**config.mk**
```make
export PLATFORM = sky130hd
export DESIGN_NAME = pull_ctrl_bank
export DESIGN_NICKNAME = d
export VERILOG_FILES = /design/src/rtl/pcb_pkg.sv /design/src/rtl/pcb_apb_wait.sv /design/src/rtl/pcb_regs.sv /design/src/rtl/pcb_resolve.sv /design/src/rtl/pull_ctrl_bank.sv
export SDC_FILE = /design/constraint.sdc
export NUM_CORES = 1
export LEC_CHECK = 0
export BUFFER_PORTS_ARGS = -buffer_cell sky130_fd_sc_hd__buf_2
export CAP_MARGIN = 20
export CORE_UTILIZATION = 40
export DETAILED_ROUTE_END_ITERATION = 7
export PLACE_DENSITY = 0.73
export SETUP_SLACK_MARGIN = 0.3
export SLEW_MARGIN = 20
export SYNTH_ARGS = -nofsm -noshare
export SYNTH_HDL_FRONTEND = slang
export SYNTH_HIERARCHICAL = 1
export SYNTH_SLANG_ARGS = --single-unit
```
**constraint.sdc**
```tcl
create_clock -name clk -period 4.18 [get_ports clk]
set_clock_uncertainty 0.2 [all_clocks]
set_input_delay 0.836 -clock clk [delete_from_list [all_inputs] [get_ports clk]]
set_output_delay 0.836 -clock clk [all_outputs]
set_load 0.05 [all_outputs]
```
**src/rtl/pcb_pkg.sv**
```systemverilog
`timescale 1ns/1ps
package pcb_pkg;
  // which retained register an address selects
  typedef enum logic [1:0] {
    SEL_NONE = 2'd0,
    SEL_UP   = 2'd1,
    SEL_DN   = 2'd2
  } reg_sel_e;

  function automatic int unsigned max_u(input int unsigned a, input int unsigned b);
    return (a > b) ? a : b;
  endfunction
endpackage

```
**src/rtl/pcb_apb_wait.sv**
```systemverilog
`timescale 1ns/1ps
// Wait-state generator: loads a down-counter in the setup phase and holds
// ready low while the counter is non-zero during the access phase.
module pcb_apb_wait #(
  parameter int unsigned WR_WAIT = 3,
  parameter int unsigned RD_WAIT = 2
) (
  input  logic clk,
  input  logic rst,
  input  logic psel,
  input  logic penable,
  input  logic pwrite,
  input  logic hit,
  output logic ready
);
  localparam int unsigned MAXW  = pcb_pkg::max_u(WR_WAIT, RD_WAIT);
  localparam int unsigned CNT_W = (MAXW < 1) ? 1 : $clog2(MAXW + 1);

  logic [CNT_W-1:0] cnt_q;
  logic [CNT_W-1:0] load_val;
  logic             setup_ph;
  logic             access_ph;

  assign setup_ph  = psel & ~penable;
  assign access_ph = psel & penable;

  always_comb begin
    if (!hit)        load_val = '0;
    else if (pwrite) load_val = CNT_W'(WR_WAIT);
    else             load_val = CNT_W'(RD_WAIT);
  end

  always_ff @(posedge clk) begin
    if (rst) begin
      cnt_q <= '0;
    end else if (setup_ph) begin
      cnt_q <= load_val;
    end else if (access_ph && cnt_q != '0) begin
      cnt_q <= cnt_q - 1'b1;
    end
  end

  assign ready = (cnt_q == '0);
endmodule

```
**src/rtl/pcb_regs.sv**
```systemverilog
`timescale 1ns/1ps
// Retained enable storage: cleared only by the power-on reset.
module pcb_regs #(
  parameter int unsigned NPIN = 16
) (
  input  logic            clk,
  input  logic            por_rst,
  input  logic            we_up,
  input  logic            we_dn,
  input  logic [NPIN-1:0] wdata,
  output logic [NPIN-1:0] up_q,
  output logic [NPIN-1:0] dn_q
);
  always_ff @(posedge clk) begin
    if (por_rst) begin
      up_q <= '0;
    end else if (we_up) begin
      up_q <= wdata;
    end
  end

  always_ff @(posedge clk) begin
    if (por_rst) begin
      dn_q <= '0;
    end else if (we_dn) begin
      dn_q <= wdata;
    end
  end
endmodule

```
**src/rtl/pcb_resolve.sv**
```systemverilog
`timescale 1ns/1ps
// Per-pad resolution: gate by both apply flags, pull-down wins on conflict.
module pcb_resolve #(
  parameter int unsigned NPIN = 16
) (
  input  logic            apply_a,
  input  logic            apply_b,
  input  logic [NPIN-1:0] up_q,
  input  logic [NPIN-1:0] dn_q,
  output logic [NPIN-1:0] pu_en,
  output logic [NPIN-1:0] pd_en
);
  logic gate;
  assign gate = apply_a & apply_b;

  for (genvar y = 0; y < NPIN; y++) begin : g_pad
    assign pd_en[y] = gate & dn_q[y];
    assign pu_en[y] = gate & up_q[y] & ~dn_q[y];
  end
endmodule

```
**src/rtl/pull_ctrl_bank.sv**
```systemverilog
`timescale 1ns/1ps
module pull_ctrl_bank #(
  parameter int unsigned         NPIN    = 16,
  parameter int unsigned         DATA_W  = 32,
  parameter int unsigned         ADDR_W  = 12,
  parameter int unsigned         WR_WAIT = 3,
  parameter int unsigned         RD_WAIT = 2,
  parameter logic [ADDR_W-1:0]   UP_OFS  = 12'h028,
  parameter logic [ADDR_W-1:0]   DN_OFS  = 12'h02C
) (
  input  logic              clk,
  input  logic              por_rst,
  input  logic              sby_rst,
  input  logic              psel,
  input  logic              penable,
  input  logic              pwrite,
  input  logic [ADDR_W-1:0] paddr,
  input  logic [DATA_W-1:0] pwdata,
  output logic [DATA_W-1:0] prdata,
  output logic              pready,
  output logic              pslverr,
  input  logic              apply_a,
  input  logic              apply_b,
  output logic [NPIN-1:0]   pu_en,
  output logic [NPIN-1:0]   pd_en
);
  import pcb_pkg::*;

  localparam int unsigned WORD_LSB = 2;
  localparam int unsigned RSV_W    = DATA_W - NPIN;

  reg_sel_e        sel;
  logic            hit;
  logic            commit;
  logic [NPIN-1:0] up_q;
  logic [NPIN-1:0] dn_q;
  logic [NPIN-1:0] rd_word;
  logic            unused_bits;

  // word-aligned address decode
  always_comb begin
    if (paddr[ADDR_W-1:WORD_LSB] == UP_OFS[ADDR_W-1:WORD_LSB])      sel = SEL_UP;
    else if (paddr[ADDR_W-1:WORD_LSB] == DN_OFS[ADDR_W-1:WORD_LSB]) sel = SEL_DN;
    else                                                          sel = SEL_NONE;
  end
  assign hit = (sel != SEL_NONE);

  pcb_apb_wait #(
    .WR_WAIT(WR_WAIT),
    .RD_WAIT(RD_WAIT)
  ) wait_i (
    .clk    (clk),
    .rst    (por_rst | sby_rst),
    .psel   (psel),
    .penable(penable),
    .pwrite (pwrite),
    .hit    (hit),
    .ready  (pready)
  );

  assign commit = psel & penable & pwrite & pready;

  pcb_regs #(.NPIN(NPIN)) regs_i (
    .clk    (clk),
    .por_rst(por_rst),
    .we_up  (commit && sel == SEL_UP),
    .we_dn  (commit && sel == SEL_DN),
    .wdata  (pwdata[NPIN-1:0]),
    .up_q   (up_q),
    .dn_q   (dn_q)
  );

  always_comb begin
    unique case (sel)
      SEL_UP:  rd_word = up_q;
      SEL_DN:  rd_word = dn_q;
      default: rd_word = '0;
    endcase
  end

  // reserved upper bits read as zero
  assign prdata  = {{RSV_W{1'b0}}, rd_word};
  assign pslverr = 1'b0;

  pcb_resolve #(.NPIN(NPIN)) resolve_i (
    .apply_a(apply_a),
    .apply_b(apply_b),
    .up_q   (up_q),
    .dn_q   (dn_q),
    .pu_en  (pu_en),
    .pd_en  (pd_en)
  );

  assign unused_bits = ^{pwdata[DATA_W-1:NPIN], paddr[WORD_LSB-1:0]};
endmodule

```
Word level (Yosys, flattened, before mapping)
Cells that the tools add are included.
- register bits after elaboration: 34
- input bits: 52
- output and inout port bits: 66
- logic and storage cells: 93
- $add $sub $neg: 1
- eq/ne operators: 4
- muxes and demuxes: 7
- bitwise gates (word level): 71
- reduce and logical (&&, ||, !) cells: 7
- operators by type and width (kind ; count):
    bitwise AND 1 bit ; 53
    case mux 16 bit (2 select lines) ; 1
    == test 10 x 4 -> 1 bit (second input constant) ; 2
    inverter 1 bit ; 17
    2-to-1 mux 2 bit ; 5
    nonzero test 2 bit ; 3
    logical AND 1 bit ; 3
    == test 2 x 1 -> 1 bit (second input constant) ; 1
    == test 2 bit (second input constant) ; 1
    logical NOT 2 bit ; 1
    subtractor 2 x 1 -> 2 bit (second input constant) ; 1
    2-to-1 mux 1 bit ; 1
    bitwise OR 1 bit ; 1

Longest topological paths before layout
Gate-level depths: netlist of the first run.
- depth in word-level cells: 6
- depth in mapped cells: 8
- gate-level depth less buffers: 6

Hierarchy
Netlist of the first run, hierarchy kept.
- by module, submodules not included (module ; times used ; cells each ; area an instance (um^2) ; sequential area each (um^2)):
    pcb_regs ; 1 ; 103 ; 1157.4 ; 640.6
    pull_ctrl_bank ; 1 ; 68 ; 584.3 ; 0.0
    pcb_resolve ; 1 ; 38 ; 290.3 ; 0.0
    pcb_apb_wait ; 1 ; 15 ; 132.6 ; 40.0

Worst setup path after synthesis of the first run
No wires, ideal clock.
- path type: input port to output port
- start: input paddr[4]
- end: output prdata[1]
- arrival time: 3.057 ns
- data required time: 3.144 ns
- path slack: 0.087 ns
- stages: 3
- path buffers: 1
- cell sequence: or4b_1 buf_6 nor4_1
- cells in the longest elaborated chain, start to end: 5
- elaborated cells on any way between the ends: 7
- classes of those cells: eq/ne: 4; mux: 3
- ends and longest elaborated chain (what ; line ; RTL):
    from (decl) ; pull_ctrl_bank.sv:17 ; input logic [ADDR_W-1:0] paddr,
    == test 10 x 4 -> 1 bit ; pull_ctrl_bank.sv:43 ; else if (paddr[ADDR_W-1:WORD_LSB] == DN_OFS[ADDR_W-1:WORD_LSB]) sel = SEL_DN;
    2-to-1 mux 2 bit ; pull_ctrl_bank.sv:43 ;
    2-to-1 mux 2 bit (*) ; pull_ctrl_bank.sv:42 ; if (paddr[ADDR_W-1:WORD_LSB] == UP_OFS[ADDR_W-1:WORD_LSB]) sel = SEL_UP;
    == test 2 bit / == test 2 x 1 -> 1 bit (equally long branches) ; pull_ctrl_bank.sv:74 ; unique case (sel)
    case mux 16 bit (2 select lines) (*) ; pull_ctrl_bank.sv:74 ;
    to (decl) ; pull_ctrl_bank.sv:19 ; output logic [DATA_W-1:0] prdata,
Every way passes the cells marked *; elsewhere a longest branch is shown, timed or not.

Worst setup path after layout of the first run
- start: input paddr[4]
- end: output prdata[3]
Same word-level chain as after synthesis.

==> reports/qor.csv, run 1 <==
stage,metric,value,unit
synth,Synth top cells by count,"48 x mux2i_1, 34 x dfxtp_1, 32 x nor2_1",
worst_setup_path,Critical Path AT,2350,ps
floorplan,chip height,75.6,um
place,gpl congestion,0.706,
power,switching pwr,183,uW
clock_network,CTS Hold Bufs,0,
outcome,outcome,"complete, no violations",
worst_setup_path,"setup slack, reg-to-reg",2150,ps
route,DRT Pass-1 Iters,4,
floorplan,die width,75.6,um
run,MaxCap Viol Count,0,
route,Iteration-0 DRC Markers,77,
synth,area share of xor/xnor cells in the synthesized design,0,%
worst_setup_path,Worst Path Required,3140,ps
synth,post-synthesis compound-gate area fraction,0.809,%
synth,Simple-Gate Fraction of Synth Area,30.9,%
worst_setup_path,FF-to-FF Start,wait_i/cnt_q[0],
synth,area share of the largest cell type after synthesis,31.4,%
synth,largest family of logic cells by synthesized area,simple AND/OR/NAND/NOR gates,
synth,Synth Area in Adders,0.578,%
sta,Slew @ Worst Pin,601,ps
floorplan,Initial Util,41.8,%
synth,prevailing post-synth register cell,dfxtp_1,
sta,"Slew Viols, Final",0,
route,DRC viols,0,
clock_network,Worst-Skew Late Latency,280,ps
final_layout,ant diodes,0,
worst_setup_path,CP Class,primary input to output port,
clock_network,CTS root buf,clkbuf_8,
worst_setup_path,FF-to-FF path depth,7,
final_layout,area added between synthesis and finish,18.0,%
place,post-DP HPWL,3.54,mm
global_route,GRT Total Usage,18.8,%
power,Power Total,660,uW
power,P per Cell Area,258,mW/mm2
worst_setup_path,FF-to-FF End,regs_i/dn_q[5],
synth,most frequent cell after synthesis,mux2i_1,
global_route,antenna violations before repair,0,
power,Logic pwr share,13.5,%
clock_network,Max Buffers Root-to-Sink,2,
floorplan,site row count,26,
global_route,pin count of the biggest net entering global routing,34,
power,Seq pwr share,49.2,%
clock_network,# resized after CTS,0,
worst_setup_path,CP Capture Type,output port,
sta,Worst slew margin,59.9,%
hold_path,sink of the worst hold path,regs_i/up_q[15],
synth,Synth Area per Inst,9.66,um2
sta,Max Clk Rate,0.296,GHz
floorplan,core area,0.00517,mm2
clock_network,CTS tree,yes,
synth,Yosys cell types,30,
sta,fin crit share,80.9,%
synth,Seq cells post-synth,34,
power,power share of the clock group,37.3,%
floorplan,Boundary Pins,118,
synth,Post-synth EDFFs,0,
place,area of placed instances,0.00246,mm2
place,Cells after DPL,357,
clock_network,Post CTS Setup Buffer Count,0,
clock_network,H-tree depth,2,
clock_network,"Reg clk slew, reported paths",70,ps
worst_setup_path,crit path max fanout,19,
floorplan,die area,0.00571,mm2
synth,"Seq/Total Area, Yosys",31.4,%
synth,mapped cell area,0.00216,mm2
route,via count of the routed design,1885,
clock_network,TritonCTS Buffers,5,
synth,Synth area leaders,"dfxtp_1 31%, mux2i_1 22%, and4b_1 7.9%",
final_layout,final net count,347,
final_layout,Final Cell Area,0.00255,mm2
global_route,vias in the first global route,1669,
sta,final hold vios,0,
hold_path,Hold Path Depth,2,
power,Worst VDD drop,0.000144,V
hold_path,Hold Path Class,flop to flop,
hold_path,Hold Crit Start,regs_i/up_q[15],
route,final wirelength,5.29,mm
final_layout,layout cells sized above 1,36.3,%
power,leakage,1.21,nW
global_route,first-pass GRT wire length,7.88,mm
synth,post-synthesis cell count,224,
global_route,total grt overflow,0,
sta,hold slack,314,ps
route,post-route ant nets,0,
power,Sw Share,27.8,%
sta,final setup TNS,0,ps
place,pre-CTS setup slack,817,ps
final_layout,fin util,49.4,%
sta,Final min period,3380,ps
final_layout,fin cells,365,
sta,Final Worst Setup Slack,797,ps
clock_network,Sink Count,34,
synth,cell taking the most area after synthesis,dfxtp_1,
sta,setup violators final,0,
route,Routed WL per cell,14.5,um
synth,mux share of post-synthesis cell area,22.2,%
synth,asr flop ratio synth,0,%
synth,YS warnings,6,
power,Internal Power,476,uW
sta,RSZ-0062 raised after global routing,no,
route,vias per cell,5.16,
place,port bufs,82,
worst_setup_path,Critical Path Start Type,primary input,
power groups by stage:
| stage | combinational [mW] | clock (mW) | sequential [mW] |
|---|---|---|---|
| floorplan | 0.0782 | 0 | 0.332 |
| global placement | 0.0885 | 0 | 0.332 |
| detailed placement | 0.0898 | 0 | 0.332 |
| CTS | 0.0899 | 0.255 | 0.324 |
| global route | 0.0967 | 0.272 | 0.324 |
| finish | 0.0893 | 0.246 | 0.324 |
kinds of logic after synthesis:
family                   count (synthesis)
AO/OA/AOI/OAI                            3
adder cells (fa/ha/maj)                  1
buffers and inverters                   40
flip-flops                              34
multiplexers                            48
other                                    1
AND/OR/NAND/NOR                         97
critical path, cell delays in order:
cell and delay (ps):
buf_2 90, or4b_1 500, buf_4 240, nor4_1 340, buf_2 330
layer usage:
layer / share of wire [%] / GRT usage [%] / vias up
met5: 0 / 0 / -
met2: 49 / 33.7 / 61
met4: 0.98 / 4.94 / 0
li1: - / - / 926
met1: 45 / 21.9 / 893
met3: 4.9 / 5.29 / 5
cells in the final DEF (no fill, tap or decap), types with 2 or more instances in the layout:
cell type  instances
or2_2              2
conb_1            17
nor2_1            32
a31oi_1            2
mux2i_1           48
inv_1              2
and3_1            16
buf_2             82
nor4_2            11
and4b_1           17
dfxtp_1           34
buf_4              3
nor4_1             8
clkbuf_8           6
cell type report:
cell class	count	area [um2]
Clock inverter	1	5.00
Sequential cell	34	681
Multi-Input combinational cell	166	1250
Clock buffer	7	86.3
Timing Repair Buffer	85	433
Tap cell	70	87.6
Inverter	2	7.51
Fill cell	506	2620
sequential cells by signal, summed over array words and instances (netlist names):
name / flops
regs_i/dn_q: 16
regs_i/up_q: 16
wait_i/cnt_q: 2
how the worst max path moves through the flow:
stage | from | slack [ps] | to
global placement | paddr[11] | 800 | prdata[1]
floorplan | paddr[4] | 90 | prdata[1]
detailed placement | paddr[11] | 820 | prdata[3]
CTS | paddr[11] | 810 | prdata[3]
finish | paddr[4] | 800 | prdata[3]
global route | paddr[11] | 770 | prdata[3]
Power figures use the tool's default switching activity.
==> run 2: changes to the inputs <==
- ABC_AREA: default -> 1
- PLACE_DENSITY: 0.73 -> 0.72
- clock period: 4.18 -> 3.3 ns (I/O delays scaled with it)
==> reports/qor.csv, run 2 <==
stage,metric,value,unit
clock_network,Sink Count,34,
route,DRC viols,0,
sta,hold slack,288,ps
clock_network,H-tree depth,2,
final_layout,layout cells sized above 1,23.7,%
global_route,antenna violations before repair,0,
sta,setup violators final,0,
floorplan,site row count,26,
route,post-route ant nets,0,
floorplan,chip height,76.7,um
clock_network,Max Buffers Root-to-Sink,2,
synth,Synth Area per Inst,5.97,um2
final_layout,final net count,504,
final_layout,biggest regs,"regs_i/dn_q: 16 flops, regs_i/up_q: 16 flops, wait_i/cnt_q: 2 flops",
sta,final hold vios,0,
final_layout,"leading cell type in the layout, fill and taps excluded",nand2_1,
synth,"Seq/Total Area, Yosys",30.5,%
final_layout,footprint of the multi-input gates,0.00117,mm2
clock_network,Post CTS Setup Buffer Count,0,
synth,prevailing post-synth register cell,dfxtp_1,
sta,Final Worst Setup Slack,562,ps
place,pre-CTS setup slack,575,ps
place,port bufs,82,
sta,Slew @ Worst Pin,994,ps
synth,Seq cells post-synth,34,
worst_setup_path,Critical Path Start Type,primary input,
sta,final setup TNS,0,ps
sta,fin crit share,83.0,%
floorplan,Initial Util,42.6,%
route,Routed WL per cell,10.8,um
synth,Post-synth EDFFs,0,
global_route,pin count of the biggest net entering global routing,33,
worst_setup_path,worst path cell trace,"buf_2, nor2_1, nand2_1, nor2_4, nand3_1, nand2_1, buf_2",
worst_setup_path,CP max-delay cell,nor2_4,
global_route,first-pass GRT wire length,9.17,mm
place,post-DP HPWL,3.87,mm
power,Worst VDD drop,0.000178,V
synth,asr flop ratio synth,0,%
synth,most frequent cell after synthesis,nand2_1,
final_layout,ant diodes,0,
synth,cell taking the most area after synthesis,dfxtp_1,
route,Iteration-0 DRC Markers,103,
worst_setup_path,Critical Path AT,1880,ps
route,via count of the routed design,2368,
run,MaxCap Viol Count,0,
synth,YS warnings,6,
hold_path,Hold Path Class,flop to flop,
worst_setup_path,"CP delay by family, top",simple AND/OR/NAND/NOR gates,
floorplan,Boundary Pins,118,
clock_network,# resized after CTS,0,
clock_network,"Reg clk slew, reported paths",60,ps
worst_setup_path,Worst Path Required,2440,ps
global_route,total grt overflow,0,
clock_network,CTS Hold Bufs,0,
power,leakage,1.41,nW
final_layout,"commonest cells after routing, fill and taps aside","107 x nand2_1, 100 x nor2_1, 82 x buf_2",
global_route,vias in the first global route,2023,
final_layout,area added between synthesis and finish,20.4,%
outcome,outcome,"complete, no violations",
worst_setup_path,CP Capture Type,output port,
route,DRT Pass-1 Iters,4,
worst_setup_path,"Largest stage delay, worst path",400,ps
synth,Synth top cells by count,"107 x nand2_1, 102 x nor2_1, 43 x inv_1",
route,final wirelength,5.64,mm
worst_setup_path,CP Class,primary input to output port,
clock_network,CTS root buf,clkbuf_8,
sta,"Slew Viols, Final",0,
final_layout,# fillers,579,
power,P per Cell Area,334,mW/mm2
floorplan,die width,76.7,um
clock_network,Worst-Skew Late Latency,270,ps
synth,Synth area leaders,"dfxtp_1 30%, nand2_1 18%, nor2_1 17%",
synth,Yosys cell types,20,
global_route,GRT Total Usage,19.5,%
clock_network,CTS tree,yes,
sta,Worst slew margin,33.7,%
floorplan,die area,0.00588,mm2
sta,RSZ-0062 raised after global routing,no,
route,vias per cell,4.54,
synth,mapped cell area,0.00223,mm2
sta,Final min period,2740,ps
clock_network,TritonCTS Buffers,5,
floorplan,core area,0.00524,mm2
synth,area share of the largest cell type after synthesis,30.5,%
sta,Max Clk Rate,0.365,GHz
synth,post-synthesis cell count,374,
place,gpl congestion,0.825,
worst_setup_path,worst path bufs/invs,2,
worst_setup_path,crit path max fanout,15,
final_layout,Seq. cell area,681,um2
-- run 2: cell count changes after synthesis, moves of 5 or more --
cell and delta:
nand2_1 +106, nor2_1 +70, mux2i_1 -48, inv_1 +41, nand3_1 +21, and4b_1 -17
nand4_1 +17, and3_1 -16, nor4_1 -10, nor4_2 -9, buf_6 +7, buf_2 -5
-- run 2: layout make-up --
class                   instances  share of cell area [%]
repair buffers                 88                    17.4
well taps                      70                    3.26
multi-input cells             277                    43.6
inverters                      45                    6.28
flip-flops and latches         34                    25.3
clock buffers                   8                    4.10
-- run 2: per-layer routing --
layer / vias up / track usage (%) / wire length (um) / share of wire, %
met5: - / 0 / 0 / 0
met4: 0 / 5.19 / 27 / 0.48
met3: 2 / 4.29 / 336 / 6.0
met2: 83 / 34.5 / 2700 / 48
met1: 1039 / 23.5 / 2570 / 46
li1: 1244 / - / - / -
-- run 2: worst paths after layout --
path	depth (start not counted)	to	start	slack [ps]
worst max-delay path	7	prdata[1]	paddr[7]	560
worst min register to register	2	regs_i/up_q[15]	regs_i/up_q[15]	290
worst min-delay path	2	regs_i/up_q[15]	regs_i/up_q[15]	290
worst max register to register	8	regs_i/up_q[15]	wait_i/cnt_q[0]	1370
-- run 2: cell families after synthesis --
group,share of synthesized area (%)
AOI/OAI and AO/OA,0.392
and+or+nand+nor,48.5
adders and majority gates,0.560
DFF,30.5
other,0.168
buffers and inverters,19.9
-- run 2: metrics by stage --
stage	std cells	power, mW	util [%]	instance area [um2]
finish	522	0.897	51.3	2690
global route	522	0.940	51.3	2690
CTS	522	0.907	51.3	2690
detailed placement	514	0.549	49.2	2580
global placement	514	0.548	49.2	2580
floorplan	390	0.533	-	2290
-- run 2: power breakdown --
group          internal, mW  total (mW)  switching [mW]
clock network         0.211       0.356           0.145
logic                0.0310       0.129          0.0981
registers             0.411       0.412        0.000528
total                 0.653       0.897           0.244
-- run 2: tightest hold or removal path, stage by stage, from the launching register on --
cell     delay, ps
dfxtp_1        320
nor2_1          80
nor2_1          50
